$ cat config.mk
export PLATFORM = sky130hd
export DESIGN_NAME = rpu_top
export DESIGN_NICKNAME = d
export VERILOG_FILES = /design/src/rtl/rpu_pkg.sv /design/src/rtl/rpu_perm_sel.sv /design/src/rtl/rpu_fault_chk.sv /design/src/rtl/rpu_rc_upd.sv /design/src/rtl/rpu_top.sv
export SDC_FILE = /design/constraint.sdc
export NUM_CORES = 1
export LEC_CHECK = 0
export ABC_AREA = 1
export BUFFER_PORTS_ARGS = -buffer_cell sky130_fd_sc_hd__buf_4
export CORE_UTILIZATION = 43
export CTS_CLUSTER_DIAMETER = 50
export CTS_CLUSTER_SIZE = 40
export DETAILED_ROUTE_END_ITERATION = 10
export GPL_TIMING_DRIVEN = 0
export PLACE_DENSITY = 0.79
export REMOVE_ABC_BUFFERS = 1
export SLEW_MARGIN = 30
export SYNTH_ARGS = -nofsm -noshare
export SYNTH_HDL_FRONTEND = slang
export SYNTH_SLANG_ARGS = --single-unit
$ cat constraint.sdc
create_clock -name clk -period 1.1 [get_ports clk]
set_input_delay 0.11 -clock clk [delete_from_list [all_inputs] [get_ports clk]]
set_output_delay 0.11 -clock clk [all_outputs]
set_load 0.02 [all_outputs]
$ cat src/rtl/rpu_pkg.sv
package rpu_pkg;
    localparam int PTE_W   = 64;
    localparam int CAUSE_W = 32;

    // Leaf-entry bit positions
    localparam int B_EXEC = 0;
    localparam int B_RW   = 1;
    localparam int B_RD   = 2;
    localparam int B_PRIV = 3;
    localparam int B_ATT  = 4;   // two bits: [B_ATT+1:B_ATT]
    localparam int B_CHG  = 7;
    localparam int B_REF  = 8;

    localparam logic [1:0] ATT_NIIO = 2'b10;

    // Cause bit positions
    localparam int C_GUARD = 28;
    localparam int C_PROT  = 27;
    localparam int C_STORE = 25;

    // Permission vector positions
    localparam int P_RD = 0;
    localparam int P_WR = 1;
    localparam int P_EX = 2;

    typedef enum logic [1:0] {
        ACC_LOAD  = 2'd0,
        ACC_STORE = 2'd1,
        ACC_FETCH = 2'd2,
        ACC_RSVD  = 2'd3
    } acc_e;

    typedef struct packed {
        logic               vld;
        logic               fault;
        logic [2:0]         perm;
        logic [CAUSE_W-1:0] cause;
        logic [PTE_W-1:0]   pte;
        logic               wb;
    } rsp_t;
endpackage

$ cat src/rtl/rpu_perm_sel.sv
module rpu_perm_sel
    import rpu_pkg::*;
#(
    parameter int W = PTE_W
) (
    input  logic [W-1:0] pte,
    input  logic         user,
    input  logic         part,
    input  logic [2:0]   amr,
    output logic [2:0]   perm
);
    logic [2:0] eaa;
    logic       priv;

    always_comb begin
        eaa        = '0;
        eaa[P_RD]  = pte[B_RD] | pte[B_RW];
        eaa[P_WR]  = pte[B_RW];
        eaa[P_EX]  = pte[B_EXEC];
        priv       = pte[B_PRIV];
        if (!part && priv && user) begin
            perm = 3'b000;
        end else if (!part && !priv && !user) begin
            perm = eaa & amr;
        end else begin
            perm = eaa;
        end
    end
endmodule

$ cat src/rtl/rpu_fault_chk.sv
module rpu_fault_chk
    import rpu_pkg::*;
#(
    parameter int W  = PTE_W,
    parameter int CW = CAUSE_W
) (
    input  logic [W-1:0]  pte,
    input  logic [1:0]    acc,
    input  logic [2:0]    perm,
    output logic          fault,
    output logic [CW-1:0] cause
);
    logic       is_fetch, is_store, io_page;
    logic [2:0] need;

    always_comb begin
        is_fetch = (acc == ACC_FETCH);
        is_store = (acc == ACC_STORE);
        io_page  = (pte[B_ATT+1:B_ATT] == ATT_NIIO);
        need     = '0;
        if (is_fetch)      need[P_EX] = 1'b1;
        else if (is_store) need[P_WR] = 1'b1;
        else               need[P_RD] = 1'b1;

        fault = 1'b0;
        cause = '0;
        if (is_fetch && io_page) begin
            fault          = 1'b1;
            cause[C_GUARD] = 1'b1;
        end else if ((need & ~perm) != 3'b000) begin
            fault = 1'b1;
            if (is_fetch) cause[C_GUARD] = 1'b1;
            else          cause[C_PROT]  = 1'b1;
        end
        if (fault && is_store) cause[C_STORE] = 1'b1;
    end
endmodule

$ cat src/rtl/rpu_rc_upd.sv
module rpu_rc_upd
    import rpu_pkg::*;
#(
    parameter int W = PTE_W
) (
    input  logic [W-1:0] pte,
    input  logic [1:0]   acc,
    input  logic         fault,
    input  logic [2:0]   perm_in,
    output logic [W-1:0] pte_out,
    output logic [2:0]   perm_out,
    output logic         wb
);
    logic         is_store;
    logic [W-1:0] upd;

    always_comb begin
        is_store   = (acc == ACC_STORE);
        upd        = pte;
        upd[B_REF] = 1'b1;
        if (is_store) upd[B_CHG] = 1'b1;

        if (fault) begin
            pte_out  = pte;
            perm_out = 3'b000;
            wb       = 1'b0;
        end else begin
            pte_out  = upd;
            perm_out = perm_in;
            if (!is_store) perm_out[P_WR] = 1'b0;
            wb       = (upd != pte);
        end
    end
endmodule

$ cat src/rtl/rpu_top.sv
module rpu_top
    import rpu_pkg::*;
(
    input  logic               clk,
    input  logic               rst_n,
    input  logic               req_valid,
    input  logic [PTE_W-1:0]   req_pte,
    input  logic [1:0]         req_acc,
    input  logic               req_user,
    input  logic               req_part,
    input  logic [2:0]         req_amr,
    output logic               rsp_valid,
    output logic               rsp_fault,
    output logic [2:0]         rsp_perm,
    output logic [CAUSE_W-1:0] rsp_cause,
    output logic [PTE_W-1:0]   rsp_pte,
    output logic               wb_req
);
    logic [2:0]         sel_perm;
    logic               chk_fault;
    logic [CAUSE_W-1:0] chk_cause;
    logic [PTE_W-1:0]   upd_pte;
    logic [2:0]         upd_perm;
    logic               upd_wb;
    rsp_t               rsp_d, rsp_q;

    rpu_perm_sel #(.W(PTE_W)) u_sel (
        .pte(req_pte), .user(req_user), .part(req_part),
        .amr(req_amr), .perm(sel_perm)
    );

    rpu_fault_chk #(.W(PTE_W), .CW(CAUSE_W)) u_chk (
        .pte(req_pte), .acc(req_acc), .perm(sel_perm),
        .fault(chk_fault), .cause(chk_cause)
    );

    rpu_rc_upd #(.W(PTE_W)) u_rc (
        .pte(req_pte), .acc(req_acc), .fault(chk_fault), .perm_in(sel_perm),
        .pte_out(upd_pte), .perm_out(upd_perm), .wb(upd_wb)
    );

    always_comb begin
        rsp_d     = rsp_q;
        rsp_d.vld = req_valid;
        rsp_d.wb  = 1'b0;
        if (req_valid) begin
            rsp_d.fault = chk_fault;
            rsp_d.perm  = upd_perm;
            rsp_d.cause = chk_cause;
            rsp_d.pte   = upd_pte;
            rsp_d.wb    = upd_wb;
        end
    end

    always_ff @(posedge clk) begin
        if (!rst_n) rsp_q <= '0;
        else        rsp_q <= rsp_d;
    end

    assign rsp_valid = rsp_q.vld;
    assign rsp_fault = rsp_q.fault;
    assign rsp_perm  = rsp_q.perm;
    assign rsp_cause = rsp_q.cause;
    assign rsp_pte   = rsp_q.pte;
    assign wb_req    = rsp_q.wb;


    rsp_follows_req_chk: assert property (@(posedge clk) disable iff (!rst_n)
        req_valid |=> rsp_valid);


    wb_needs_rsp_chk: assert property (@(posedge clk) disable iff (!rst_n)
        wb_req |-> rsp_valid);


    no_wb_on_fault_chk: assert property (@(posedge clk) disable iff (!rst_n)
        rsp_fault |-> !wb_req);


    fault_empty_perm_chk: assert property (@(posedge clk) disable iff (!rst_n)
        (rsp_valid && rsp_fault) |-> (rsp_perm == 3'b000));


    ref_set_chk: assert property (@(posedge clk) disable iff (!rst_n)
        (rsp_valid && !rsp_fault) |-> rsp_pte[B_REF]);


    cause_present_chk: assert property (@(posedge clk) disable iff (!rst_n)
        (rsp_valid && rsp_fault) |-> (rsp_cause[C_GUARD] || rsp_cause[C_PROT]));


    write_only_on_store_chk: assert property (@(posedge clk) disable iff (!rst_n)
        (req_valid && req_acc != ACC_STORE) |=> !rsp_perm[P_WR]);


    store_bit_only_store_chk: assert property (@(posedge clk) disable iff (!rst_n)
        (req_valid && req_acc != ACC_STORE) |=> !rsp_cause[C_STORE]);
endmodule

==> results.yml <==
run_status:
  status: "complete, but fails checks"
  violations: "DRC"
sta:
  hold_viol: 0
  drv_slew: 0
  setup_violations: 0
  whs_ns: 0.00918
  tightest_slew_ns: 0.582
  fmax_mhz: 949
  period_needed_ns: 1.05
  fin_crit_sh: 0.958
  rsz0062_at_grt: "no"
  setup_slack_ns: 0.0462
  final.setup.tns_ns: 0
  maxSlewHeadroom: 0.612
  finClkSkew_ns: 0
global_route:
  first_global_vias: 2812
  grt_overflow: 0
  grt.total_usage: 0.222
  antenna_found_initial: 0
  grt_first_pass_wirelength_um: 12700
  grt_start_max_net_pins: 74
detailed_routing:
  dr.pass1.iters: 7
  drtIter0Drc: 138
  ant_nets: 0
  via_count: 2977
  drc_errors: 15
  routedWlPerCell_um: 12.7
  finalWirelength_um: 7940
  avgViaCountPerCell: 4.75
pwr:
  pwr-share-seq: 0.467
  p_int_mw: 4.50
  switching_share: 0.278
  ir_drop_mv: 1.01
  powerDensity_nw_per_um2: 1380
  p_leak_nw: 2.22
  pwr-share-clk: 0.318
  switchingPower_mw: 1.73
  comb_power_share: 0.215
clock_network:
  cts.sinks: 73
  cts_buffers: 9
  cts_setup_buffers: 0
  cts_root_buf: "clkbuf_8"
  cts_max_path_buffers: 2
  htreeDepth: 3
  clk_latency_ns: 0.33
  clk_pin_slew_ns: 0.07
  cts_tree: "done"
synthesis:
  synth-xor-area-share: 0
  synth-seq-cells: 73
  avgSynthCellArea_sq_um: 7.86
  synthFlopType: "dfxtp_1"
  ys_types: 25
  synth_top_family_by_area: "simple AND/OR/NAND/NOR gates"
  synth-warning-count: 0
  async_flop_share: 0
  synth-edff-count: 0
  yosysMostFrequentCell: "nor2_1"
  synthAdderAreaFrac: 0.0127
  synthCells: 375
  synth_top_cell_by_area: "dfxtp_1"
  synth_compound_area_frac: 0.139
  seq_area_frac_synth: 0.496
  synth_mux_area_frac: 0
  synth_area_sq_um: 2950
  yosysTopAreaCellShare: 0.496
  synth_common_cells: "125 x nor2_1, 73 x dfxtp_1, 63 x o21ai_0"
  yosys.area_share.simple: 0.230
  synthTopCellsByArea: "dfxtp_1 50%, nor2_1 16%, o21ai_0 11%"
final_layout:
  syn_to_final_growth_pct: 52.8
  design_area_sq_um: 4500
  final_util: 0.693
  antenna_cells: 0
  drive_above_1_share: 0.324
  fin_nets: 624
worst_setup_path:
  cp-startpoint: "req_valid"
  critPathArrivalTime_ns: 1.32
  cp.required_ns: 1.36
  r2r_end: "rsp_perm[2]$_SDFFE_PN0P_"
  start_kind: "primary input"
  crit_type: "primary input to flop"
  ff2ff_path_depth: 2
  worstSetupEndpointType: "flop"
  r2r_slack_ns: 0.41
  r2r_start: "rsp_perm[2]$_SDFFE_PN0P_"
  cp_max_fo: 73
  endpoint: "rsp_perm[1]$_SDFFE_PN0P_"
floorplanning:
  floorplan.initialDensity: 0.454
  rows: 29
  die_w_um: 84.8
  pin_count: 176
  core_region_area_sq_um: 6490
  dieArea_sq_um: 7190
  die_y_um: 84.8
min_path:
  hold_class: "primary input to flop"
  hp-start: "req_pte[20]"
placed_design:
  dpl.hpwl_um: 4780
  placedInstanceArea_sq_um: 3930
  gp_congestion: 0.763
  io_buffers: 146
  dpl_worst_slack_ns: -0.541
flow_run:
  maxCapViolCount: 0
cells by family (layout without fill, tap and decap cells):
| group | count (synthesis) | after routing |
|---|---|---|
| adder cells (fa/ha/maj) | 3 | 3 |
| flip-flops | 73 | 73 |
| buffers and inverters | 63 | 210 |
| AO/OA/AOI/OAI | 79 | 79 |
| other | 1 | 29 |
| AND/OR/NAND/NOR | 156 | 156 |
worst max-delay path, stage by stage:
cell	delay, ns
buf_6	0.37
inv_6	0.31
nor2_1	0.17
nand4_1	0.12
a21oi_1	0.13
repair_timing:
action,4_1_cts,5_1_grt
gates resized for setup,1,1
hold buffers,37,1
endpoints found under the setup margin,67,6
hold endpoints to repair,38,1
placed cells by master (no fill, tap or decap), drive strengths merged:
cell type | netlist | final
a211oi | 1 | 1
a21oi | 11 | 11
buf | 38 | 146
bufinv | 0 | 1
clkbuf | 13 | 10
clkinv | 0 | 3
conb | 1 | 29
dfxtp | 73 | 73
dlygate4sd3 | 0 | 38
ha | 3 | 3
inv | 12 | 12
nand2 | 17 | 17
nand3 | 4 | 4
nand3b | 3 | 3
nand4 | 1 | 1
nor2 | 129 | 129
nor3b | 2 | 2
o21ai | 67 | 67
sequential cells by signal, summed over array words and instances (netlist names):
signal / cells
rsp_cause: 3
rsp_fault: 1
rsp_perm: 3
rsp_pte: 64
rsp_valid: 1
wb_req: 1
per-layer routing:
metal / vias up / GRT usage / part of all wire
met2: 124 / 0.395 / 0.51
met4: 0 / 0.117 / 0.030
li1: 1476 / - / -
met3: 25 / 0.0551 / 0.064
met5: - / 0 / 0
met1: 1352 / 0.245 / 0.40
power by group through the flow:
stage | registers (mW) | logic, mW | clock network [mW]
finish | 2.91 | 1.34 | 1.98
detailed placement | 2.97 | 1.22 | 0
global placement | 2.96 | 1.20 | 0
global route | 2.93 | 1.45 | 2.16
floorplan | 3.18 | 0.386 | 0
CTS | 2.91 | 1.33 | 2.05
cell type report:
cell class	count	area [sq um]
clock buffers	10	138
fillers	521	1990
repair buffers	184	1480
multi-input cells	267	1230
clock inverters	4	45.0
inverters	12	50.0
well taps	77	96.3
flip-flops and latches	73	1460
per-stage QoR:
stage                     std cells  power, mW
after floorplan                 352       3.57
after global placement          575       4.16
after detailed placement        575       4.19
after CTS                       626       6.29
after global routing            627       6.54
final                           627       6.23
how the worst min path moves through the flow:
stage                                     endpoint  slack [ns]  cells after the start
after floorplan            rsp_pte[0]$_SDFFE_PN0P_        0.20                      1
final                     rsp_pte[20]$_SDFFE_PN0P_       0.009                      3
after detailed placement         wb_req$_SDFF_PP0_        0.32                      2
after global placement           wb_req$_SDFF_PP0_        0.32                      2
after CTS                 rsp_pte[46]$_SDFFE_PN0P_       0.002                      3
after global routing      rsp_pte[24]$_SDFFE_PN0P_       0.001                      3
(Power assumes the default switching activity.)
